**src/rtl/sw_pkg.sv**
```systemverilog
package sw_pkg;
    localparam int DIGIT_W    = 4;
    localparam int NUM_STAGES = 2;
    localparam int DIGIT_MAX  = 9;

    typedef logic [DIGIT_W-1:0] bcd_t;

    typedef struct packed {
        bcd_t tens;
        bcd_t ones;
    } stage_t;

    typedef struct packed {
        logic                       running;
        stage_t [NUM_STAGES-1:0]    stage;
    } sw_state_t;
endpackage

```
**src/rtl/sw_bcd_stage.sv**
```systemverilog
module sw_bcd_stage
    import sw_pkg::*;
(
    input  stage_t cur_i,
    input  logic   inc_i,
    output stage_t nxt_o,
    output logic   at_max_o,
    output logic   nxt_max_o
);
    localparam bcd_t TOP = bcd_t'(DIGIT_MAX);

    always_comb begin
        nxt_o    = cur_i;
        at_max_o = (cur_i.tens == TOP) && (cur_i.ones == TOP);
        if (inc_i) begin
            if (cur_i.ones == TOP) begin
                nxt_o.ones = '0;
                nxt_o.tens = (cur_i.tens == TOP) ? '0 : bcd_t'(cur_i.tens + 1'b1);
            end else begin
                nxt_o.ones = bcd_t'(cur_i.ones + 1'b1);
            end
        end
        nxt_max_o = (nxt_o.tens == TOP) && (nxt_o.ones == TOP);
    end
endmodule

```
**src/rtl/sw_run_ctrl.sv**
```systemverilog
module sw_run_ctrl (
    input  logic running_i,
    input  logic tick_i,
    input  logic toggle_i,
    input  logic clear_i,
    input  logic full_now_i,
    input  logic full_next_i,
    output logic step_o,
    output logic zero_o,
    output logic running_o
);
    always_comb begin
        step_o    = 1'b0;
        zero_o    = 1'b0;
        running_o = running_i;
        if (clear_i) begin
            zero_o    = 1'b1;
            running_o = 1'b0;
        end else if (toggle_i) begin
            if (!(full_now_i && !running_i)) begin
                running_o = !running_i;
            end
        end else if (tick_i && running_i && !full_now_i) begin
            step_o = 1'b1;
            if (full_next_i) begin
                running_o = 1'b0;
            end
        end
    end
endmodule

```
**src/rtl/hs_stopwatch.sv**
```systemverilog
module hs_stopwatch
    import sw_pkg::*;
(
    input  logic               clk,
    input  logic               rst_n,
    input  logic               tick_i,
    input  logic               toggle_i,
    input  logic               clear_i,
    output logic [DIGIT_W-1:0] sec_tens_o,
    output logic [DIGIT_W-1:0] sec_ones_o,
    output logic [DIGIT_W-1:0] hun_tens_o,
    output logic [DIGIT_W-1:0] hun_ones_o,
    output logic               running_o
);
    sw_state_t state_q, state_d;

    logic [NUM_STAGES:0]   carry;
    logic [NUM_STAGES-1:0] at_max;
    logic [NUM_STAGES-1:0] nxt_max;
    stage_t [NUM_STAGES-1:0] stage_nxt;
    logic step, zero, run_nxt;

    assign carry[0] = step;

    for (genvar i = 0; i < NUM_STAGES; i++) begin : g_stage
        sw_bcd_stage u_stage (
            .cur_i     (state_q.stage[i]),
            .inc_i     (carry[i]),
            .nxt_o     (stage_nxt[i]),
            .at_max_o  (at_max[i]),
            .nxt_max_o (nxt_max[i])
        );
        assign carry[i+1] = carry[i] & at_max[i];
    end

    sw_run_ctrl u_ctrl (
        .running_i   (state_q.running),
        .tick_i      (tick_i),
        .toggle_i    (toggle_i),
        .clear_i     (clear_i),
        .full_now_i  (&at_max),
        .full_next_i (&nxt_max),
        .step_o      (step),
        .zero_o      (zero),
        .running_o   (run_nxt)
    );

    always_comb begin
        state_d         = state_q;
        state_d.running = run_nxt;
        if (zero) begin
            state_d.stage = '0;
        end else begin
            state_d.stage = stage_nxt;
        end
    end

    always_ff @(posedge clk or negedge rst_n) begin
        if (!rst_n) begin
            state_q <= '0;
        end else begin
            state_q <= state_d;
        end
    end

    assign sec_tens_o = state_q.stage[1].tens;
    assign sec_ones_o = state_q.stage[1].ones;
    assign hun_tens_o = state_q.stage[0].tens;
    assign hun_ones_o = state_q.stage[0].ones;
    assign running_o  = state_q.running;
endmodule

```
**config.mk**
```make
export PLATFORM = sky130hd
export DESIGN_NAME = hs_stopwatch
export DESIGN_NICKNAME = d
export VERILOG_FILES = /design/src/rtl/sw_pkg.sv /design/src/rtl/sw_bcd_stage.sv /design/src/rtl/sw_run_ctrl.sv /design/src/rtl/hs_stopwatch.sv
export SDC_FILE = /design/constraint.sdc
export NUM_CORES = 1
export LEC_CHECK = 0
export CAP_MARGIN = 30
export CORE_MARGIN = 1
export CORE_UTILIZATION = 50
export DETAILED_ROUTE_END_ITERATION = 10
export PLACE_DENSITY = 0.78
export SLEW_MARGIN = 40
export SYNTH_ARGS = -nofsm -noshare
export SYNTH_HDL_FRONTEND = slang
export SYNTH_HIERARCHICAL = 1
export SYNTH_SLANG_ARGS = --single-unit
```
**constraint.sdc**
```tcl
create_clock -name clk -period 3.6 [get_ports clk]
set_input_delay 1.08 -clock clk [delete_from_list [all_inputs] [get_ports clk]]
set_output_delay 1.08 -clock clk [all_outputs]
set_load 0.02 [all_outputs]
```
==> results.sh, run 1 <==
export IMPL_outcome="completed"
export IMPL_cp_end_kind="flip-flop"
export IMPL_critPathArrivalTime_ps=3330
export IMPL_ant_nets=0
export IMPL_regArea_um2=425.4
export IMPL_place_area_um2=1329
export IMPL_area_growth_pct=21.51
export IMPL_top_usage_layer="met2"
export IMPL_p_leak_nw=0.5741
export IMPL_io_pins=22
export IMPL_cts_sinks=17
export IMPL_ys_seq_area_share_pct=38.29
export IMPL_hold_viol=0
export IMPL_diodes=0
export IMPL_drt_iter0_drc=9
export IMPL_gr_usage_met3_pct=5.919
export IMPL_period_share_pct=86.96
export IMPL_clock_root_buffer="clkbuf_4"
export IMPL_synthCells=107
export IMPL_n_fill_cell=168
export IMPL_grt_pass1_vias=798
export IMPL_syn_avg_cell_area_um2=10.38
export IMPL_synth_most_common_cell="dfrtp_1"
export IMPL_rsz0062_at_grt="false"
export IMPL_max_freq_mhz=319.4
export IMPL_synth_seq_cells=17
export IMPL_antenna_found_initial=0
export IMPL_fin_area_um2=1350
export IMPL_synth_fp_nets=112
export IMPL_p_per_area_nw_per_um2=235.9
export IMPL_vias_per_cell=5.217
export IMPL_synth_warnings=6
export IMPL_synth_xor_area_share_pct=6.306
export IMPL_drv_cap=0
export IMPL_drv_slew=0
export IMPL_ys_top_cells_by_area="dfrtp_1 38%, nor2b_2 7.1%, and2b_2 4.7%"
export IMPL_min_path_type="flip-flop to flip-flop"
export IMPL_gp_congestion=0.7786
export IMPL_synthSimpleGateAreaFrac_pct=38.40
export IMPL_p_total_mw=0.3184
export IMPL_cts_hold_buf=0
export IMPL_synth_main_ff_cell="dfrtp_1"
export IMPL_drc_errors=0
export IMPL_setup_slack_ps=469.6
export IMPL_crit_start="clear_i"
export IMPL_fin_skew_ps=8.292
export IMPL_port_buffers=21
export IMPL_drive_gt1_share_pct=26.15
export IMPL_worstHoldStart="sec_tens_o[0]$_DFF_PN0_"
export IMPL_rr_startpoint="hun_ones_o[1]$_DFF_PN0_"
export IMPL_synthAdderAreaFrac_pct=0
export IMPL_htree_num_levels=1
export IMPL_cts_resized=0
export IMPL_route_final_wire_length_um=2033
export IMPL_synth_top_area_share_pct=38.29
export IMPL_initial_core_util_pct=54.95
export IMPL_dieArea_um2=2415
export IMPL_rows=16
export IMPL_fin_crit_ps=3130
export IMPL_grt_util_all_layers_pct=20.17
export IMPL_cts_tree="done"
export IMPL_whs_ps=619.4
export IMPL_tightestPinTransition_ps=392.9
export IMPL_synth_cell_types=31
export IMPL_cp_required_ps=3800
export IMPL_setup_violations=0
export IMPL_dr_pass1_iters=4
export IMPL_finalNetCount=136
export IMPL_async_flop_share_pct=100.0
export IMPL_post_drt_wl_per_cell_um=12.95
export IMPL_die_x_um=49.14
export IMPL_cts_inserted_buffers=3
export IMPL_insertion_delay_ps=300
export IMPL_cp_max_fo=9
export IMPL_peakVddDrop_mv=0.2405
export IMPL_synth_edf_count=0
export IMPL_ys_top_cells_by_count="17 x dfrtp_1, 9 x nor2b_2, 6 x and2b_2, 6 x inv_1, 6 x xor2_1"
export IMPL_slew_headroom_pct=73.81
export IMPL_dp_slack_ps=142.3
export IMPL_synthMuxAreaShare_pct=2.027
export IMPL_met1_usage_pct=23.87
export IMPL_die_h_um=49.14
export IMPL_cp_start_kind="primary input"
export IMPL_finalSetupTns_ps=0
export IMPL_grt_overflow_total=0
export IMPL_coreArea_um2=2022
export IMPL_use_met2_pct=33.11
export IMPL_vias=819
export IMPL_hpwl_um=1451
export IMPL_ff2ff_setup_slack_ps=910
export IMPL_multi_input_area_um2=621.8
export IMPL_synth_top_family_by_area="simple AND/OR/NAND/NOR gates"
export IMPL_grt_pass1_wl_um=3615
export IMPL_cts_buffer_depth=2
export IMPL_clk_pin_slew_ps=100
export IMPL_yosys_area_top_type="dfrtp_1"
export IMPL_crit_type="primary input to flip-flop"
export IMPL_synth_compound_area_share_pct=9.234
export IMPL_grt_max_degree=18
export IMPL_synth_area_um2=1111
export IMPL_post_cts_buffers=0
[metal layers]
| metal | up-vias | wire (µm) |
|---|---|---|
| met5 | - | 0 |
| met4 | 0 | 34 |
| li1 | 410 | - |
| met1 | 389 | 955 |
| met2 | 16 | 959 |
| met3 | 4 | 83 |
[worst paths after layout]
kind | end | cells past startpoint
min reg2reg | sec_tens_o[0]$_DFF_PN0_ | 2
max | sec_tens_o[3]$_DFF_PN0_ | 8
max in group asynchronous | hun_tens_o[1]$_DFF_PN0_ | 1
min | sec_tens_o[0]$_DFF_PN0_ | 2
max reg2reg | sec_tens_o[3]$_DFF_PN0_ | 8
min in group asynchronous | running_o$_DFF_PN0_ | 1
[report_power, final]
part	total, mW	internal (mW)	switching [mW]	leakage [nW]
clock	0.105	0.0432	0.0619	0.0150
combinational	0.0199	0.00883	0.0111	0.323
sequential	0.193	0.192	0.00135	0.236
total	0.318	0.244	0.0744	0.574
[logic make-up (layout without fill, tap and decap cells)]
| logic type | after synthesis | in the layout |
|---|---|---|
| and+or+nand+nor | 57 | 57 |
| DFF | 17 | 17 |
| AOI/OAI and AO/OA | 13 | 13 |
| buffers and inverters | 10 | 33 |
| xor gates and xnor gates | 8 | 8 |
| muxes | 2 | 2 |
[cell type report]
type / instances / share of cell area [%]
clock buffers: 4 / 1.946
inverters: 6 / 1.668
multi-input cells: 80 / 46.06
flip-flops and latches: 17 / 31.51
well taps: 27 / 2.502
repair buffers: 23 / 16.31
[critical path, stage by stage]
cell	delay [ps]
clkdlybuf4s50_1	420
or3b_1	410
nor3b_2	190
and2_1	230
nand2_2	140
a2111o_1	400
a221o_1	280
and2b_2	180
[metrics by stage]
stage | utilization (%) | std cells
2_1_floorplan | - | 107
3_3_place_gp | 65.72 | 153
3_5_place_dp | 65.72 | 153
4_1_cts | 67.02 | 157
5_1_grt | 66.77 | 157
6_report | 66.77 | 157
[flip-flops by register name, indices dropped and copies added, names as in the netlist]
name / cells
hun_tens_o: 4
sec_ones_o: 4
running_o: 1
hun_ones_o: 4
sec_tens_o: 4
[placed cells by master (no fill, tap or decap), types with 2 or more instances in the layout]
cell type / Yosys / routed
a2111o_1: 2 / 2
a21o_1: 2 / 2
a221o_1: 2 / 2
a22o_2: 2 / 2
and2_1: 3 / 3
and2b_2: 6 / 6
buf_4: 1 / 2
clkbuf_4: 0 / 3
clkdlybuf4s50_1: 0 / 20
dfrtp_1: 17 / 17
inv_1: 6 / 6
mux2_2: 2 / 2
nand2_1: 4 / 4
nand2_2: 2 / 2
nand2b_4: 2 / 2
nand3_1: 2 / 2
nand3b_1: 2 / 2
nor2_1: 4 / 4
nor2b_1: 5 / 5
nor2b_2: 9 / 9
nor3_1: 4 / 4
nor4_1: 4 / 4
o21ai_0: 5 / 5
or2b_1: 2 / 2
or2b_4: 2 / 2
or4b_4: 2 / 2
xnor2_1: 2 / 2
xor2_1: 6 / 6
(Power assumes the default switching activity.)
==> run 2: changes to the inputs <==
SLEW_MARGIN = not set   (was 40)
TNS_END_PERCENT = 50   (was not set)
==> results.sh, run 2 (synthesis results as in run 1) <==
export IMPL_outcome="completed"
export IMPL_top_layer_used="met4"
export IMPL_n_fill_cell=167
export IMPL_period_share_pct=86.95
export IMPL_coreArea_um2=2022
export IMPL_io_pins=22
export IMPL_dp_slack_ps=142.3
export IMPL_max_freq_mhz=319.5
export IMPL_vias_per_cell=5.229
export IMPL_m1WireLength_um=960
export IMPL_cts_tree="done"
export IMPL_clk_pin_slew_ps=100
export IMPL_p_per_area_nw_per_um2=235.4
export IMPL_htree_num_levels=1
export IMPL_cts_inserted_buffers=3
export IMPL_finish_utilization_pct=67.02
export IMPL_drt_iter0_drc=9
export IMPL_cp_required_ps=3800
export IMPL_port_buffers=21
export IMPL_route_final_wire_length_um=2042
export IMPL_die_h_um=49.14
export IMPL_grt_util_all_layers_pct=20.17
export IMPL_setup_slack_ps=469.7
export IMPL_finalNetCount=136
export IMPL_area_growth_pct=21.96
export IMPL_antenna_found_initial=0
export IMPL_clock_root_buffer="clkbuf_4"
export IMPL_cts_sinks=17
export IMPL_min_path_type="flip-flop to flip-flop"
export IMPL_cp_end_kind="flip-flop"
export IMPL_place_area_um2=1329
export IMPL_grt_pass1_wl_um=3615
export IMPL_hold_viol=0
export IMPL_rsz0062_at_grt="false"
export IMPL_post_cts_buffers=0
export IMPL_rows=16
export IMPL_p_leak_nw=0.5740
export IMPL_cp_start_kind="primary input"
export IMPL_dieArea_um2=2415
export IMPL_tightestPinTransition_ps=779.2
export IMPL_diodes=0
export IMPL_drv_cap=0
export IMPL_drive_gt1_share_pct=25.38
export IMPL_hpwl_um=1451
export IMPL_crit_type="primary input to flip-flop"
export IMPL_grt_max_degree=18
export IMPL_cts_buffer_depth=2
export IMPL_holdPathStages=2
export IMPL_post_drt_wl_per_cell_um=13.01
export IMPL_wl_met2_um=964
export IMPL_dr_pass1_iters=4
export IMPL_final_common_cell="clkdlybuf4s50_1"
export IMPL_vias=821
export IMPL_cp_max_fo=9
export IMPL_critPathArrivalTime_ps=3330
export IMPL_setup_violations=0
export IMPL_insertion_delay_ps=300
export IMPL_gp_congestion=0.7786
export IMPL_die_x_um=49.14
export IMPL_cts_hold_buf=0
export IMPL_ant_nets=0
export IMPL_fin_crit_ps=3130
export IMPL_grt_pass1_vias=798
export IMPL_drv_slew=0
export IMPL_fin_skew_ps=8.292
export IMPL_peakVddDrop_mv=0.2406
export IMPL_initial_core_util_pct=54.95
export IMPL_p_total_mw=0.3190
export IMPL_drc_errors=0
export IMPL_finalSetupTns_ps=0
export IMPL_final_cell_mix="21 x clkdlybuf4s50_1, 17 x dfrtp_1, 9 x nor2b_2"
export IMPL_slew_headroom_pct=47.89
export IMPL_grt_overflow_total=0
export IMPL_fin_area_um2=1355
export IMPL_cts_resized=0
export IMPL_dr_wl_met3_um=83
export IMPL_reg2reg_depth=8
-- run 2: cell count changes in the layout (fill, tap and decap cells not counted), sizes merged --
cell / before / now
clkdlybuf4s50: 20 / 21
buf: 3 / 2
-- run 2: worst paths after layout --
check / to / from / slack (ps)
setup / recovery: sec_tens_o[3]$_DFF_PN0_ / clear_i / 470
hold / removal: sec_tens_o[0]$_DFF_PN0_ / sec_tens_o[0]$_DFF_PN0_ / 620
setup reg to reg: sec_tens_o[3]$_DFF_PN0_ / hun_ones_o[1]$_DFF_PN0_ / 910
hold reg to reg: sec_tens_o[0]$_DFF_PN0_ / sec_tens_o[0]$_DFF_PN0_ / 620
max in group asynchronous: hun_tens_o[1]$_DFF_PN0_ / rst_n / 1880
min in group asynchronous: running_o$_DFF_PN0_ / rst_n / 1220
-- run 2: final cells by class --
type / count / area [µm²] / share of cell area [%]
Timing Repair Buffer: 23 / 225.2 / 16.62
Clock buffer: 4 / 26.28 / 1.939
Inverter: 6 / 22.52 / 1.662
Sequential cell: 17 / 425.4 / 31.39
Multi-Input combinational cell: 80 / 621.8 / 45.89
Tap cell: 27 / 33.78 / 2.493
-- run 2: per-layer routing --
metal,vias up,GRT usage [%]
met1,391,23.87
met4,0,9.804
met3,4,5.919
met2,16,33.11
li1,410,-
met5,-,0
-- run 2: worst max-delay path, cell delays in order --
cell             delay [ps]
clkdlybuf4s50_1         420
or3b_1                  410
nor3b_2                 190
and2_1                  230
nand2_2                 140
a2111o_1                400
a221o_1                 280
and2b_2                 180
-- run 2: where the power goes --
part / internal, mW / switching (mW) / total, mW
Sequential: 0.192 / 0.00135 / 0.193
Clock: 0.0432 / 0.0619 / 0.105
Combinational: 0.00939 / 0.0111 / 0.0205
-- run 2: metrics by stage --
step / cells / hold slack (ps)
after global placement: 153 / 565.2
final: 157 / 619.4
after global routing: 157 / 658.8
after floorplan: 107 / 679.3
after detailed placement: 153 / 601.7
after CTS: 157 / 623.4
==> run 3: changes to the inputs <==
CORE_UTILIZATION = 54   (was 50)
PLACE_DENSITY = 0.83   (was 0.78)
clock period = 3.7 ns   (was 3.6 ns; I/O delays follow)
==> results.sh, run 3 (synthesis results as in run 1) <==
export IMPL_setup_slack_ps=505.0
export IMPL_whs_ps=597.4
export IMPL_post_cts_buffers=0
export IMPL_route_final_wire_length_um=1920
export IMPL_cp_end_kind="flip-flop"
export IMPL_gp_congestion=0.7620
export IMPL_cts_tree="done"
export IMPL_cts_resized=0
export IMPL_antenna_found_initial=0
export IMPL_vias=811
export IMPL_regArea_um2=425.4
export IMPL_stdcell_count=157
export IMPL_cp_num_buf_inv=1
export IMPL_initial_core_util_pct=57.22
export IMPL_p_total_mw=0.3059
export IMPL_n_fill_cell=152
export IMPL_path_depth=8
export IMPL_tightestPinTransition_ps=780.6
export IMPL_cts_sinks=17
export IMPL_diodes=0
export IMPL_hold_viol=0
export IMPL_dr_pass1_iters=4
export IMPL_drive_gt1_share_pct=26.15
export IMPL_endpoint="sec_tens_o[3]$_DFF_PN0_"
export IMPL_insertion_delay_ps=290
export IMPL_dp_slack_ps=207.6
export IMPL_place_area_um2=1329
export IMPL_cp_required_ps=3880
export IMPL_worstHoldStart="running_o$_DFF_PN0_"
export IMPL_crit_start="clear_i"
export IMPL_outcome="completed"
export IMPL_slew_headroom_pct=47.80
export IMPL_peakVddDrop_mv=0.1614
export IMPL_crit_slowest_cell="clkdlybuf4s50_1"
export IMPL_drc_errors=0
export IMPL_cp_max_fo=9
export IMPL_clk_pin_slew_ps=90
export IMPL_fin_skew_ps=9.530
export IMPL_finalSetupTns_ps=0
export IMPL_cts_inserted_buffers=3
export IMPL_grt_max_degree=18
export IMPL_p_leak_nw=0.5768
export IMPL_hpwl_um=1432
export IMPL_drv_cap=0
export IMPL_die_x_um=47.36
export IMPL_area_growth_pct=22.07
export IMPL_grt_pass1_wl_um=3139
export IMPL_fin_crit_ps=3195
export IMPL_crit_type="primary input to flip-flop"
export IMPL_drv_slew=0
export IMPL_grt_pass1_vias=767
export IMPL_final_cell_mix="21 x clkdlybuf4s50_1, 17 x dfrtp_1, 9 x nor2b_2"
export IMPL_fin_area_um2=1356
export IMPL_ant_nets=0
export IMPL_p_per_area_nw_per_um2=225.5
export IMPL_multi_input_area_um2=621.8
export IMPL_rr_startpoint="hun_ones_o[1]$_DFF_PN0_"
export IMPL_max_stage_delay_ps=430
export IMPL_grt_overflow_total=0
export IMPL_setup_violations=0
export IMPL_r2r_end="sec_tens_o[3]$_DFF_PN0_"
export IMPL_rsz0062_at_grt="false"
export IMPL_cts_hold_buf=0
export IMPL_ff2ff_setup_slack_ps=960
export IMPL_rows=16
export IMPL_worstPathCellList="clkdlybuf4s50_1 -> or3b_1 -> nor3b_2 -> and2_1 -> nand2_2 -> a2111o_1 -> a221o_1 -> and2b_2"
export IMPL_die_h_um=47.36
export IMPL_dieArea_um2=2243
export IMPL_finish_utilization_pct=69.85
export IMPL_coreArea_um2=1942
export IMPL_vias_per_cell=5.166
export IMPL_dp_cells=153
export IMPL_drt_iter0_drc=2
export IMPL_io_pins=22
export IMPL_clock_root_buffer="clkbuf_4"
export IMPL_cp_start_kind="primary input"
export IMPL_final_common_cell="clkdlybuf4s50_1"
export IMPL_finalNetCount=136
export IMPL_post_drt_wl_per_cell_um=12.23
export IMPL_port_buffers=21
export IMPL_min_path_type="flip-flop to flip-flop"
export IMPL_critPathTopFamily="simple AND/OR/NAND/NOR gates"
export IMPL_reg2reg_depth=8
export IMPL_max_freq_mhz=313.0
export IMPL_cts_buffer_depth=2
export IMPL_grt_util_all_layers_pct=19.94
export IMPL_htree_num_levels=1
export IMPL_period_share_pct=86.35
export IMPL_critPathArrivalTime_ps=3370
run 3: changes by cell type in the layout (fill, tap and decap cells not counted):
cell and change:
clkinv_2 +1, clkbuf_1 -1
run 3: worst min-delay path by stage:
| stage | to | cells after the start |
|---|---|---|
| 3_5_place_dp | sec_tens_o[0]$_DFF_PN0_ | 2 |
| 4_1_cts | running_o$_DFF_PN0_ | 2 |
| 3_3_place_gp | running_o$_DFF_PN0_ | 2 |
| 2_1_floorplan | running_o$_DFF_PN0_ | 2 |
| 6_report | running_o$_DFF_PN0_ | 2 |
| 5_1_grt | sec_tens_o[0]$_DFF_PN0_ | 2 |
run 3: layout make-up:
type / count / area share (%)
tap: 27 / 2.491
multi-input combinational: 80 / 45.85
clock inverter: 1 / 0.3690
timing repair buffer: 23 / 16.61
inverter: 6 / 1.661
clock buffer: 3 / 1.661
sequential: 17 / 31.37
run 3: layer usage:
layer,wire length (µm),track usage (%),vias to the layer above,part of all wire [%]
li1,-,-,410,-
met1,886,24.34,383,46
met2,954,33.97,14,50
met3,51,2.308,4,2.7
met4,27,10.86,0,1.4
met5,0,0,-,0
run 3: where the power goes:
group / leakage [nW] / internal (mW) / switching [mW]
logic: 0.323 / 0.00913 / 0.0107
clock network: 0.0177 / 0.0401 / 0.0582
registers: 0.236 / 0.187 / 0.000992
total: 0.577 / 0.236 / 0.0698
run 3: tightest hold or removal path: stages (launching register included):
cell and delay, ps:
dfrtp_1 360, or4b_1 110, o21ai_0 80
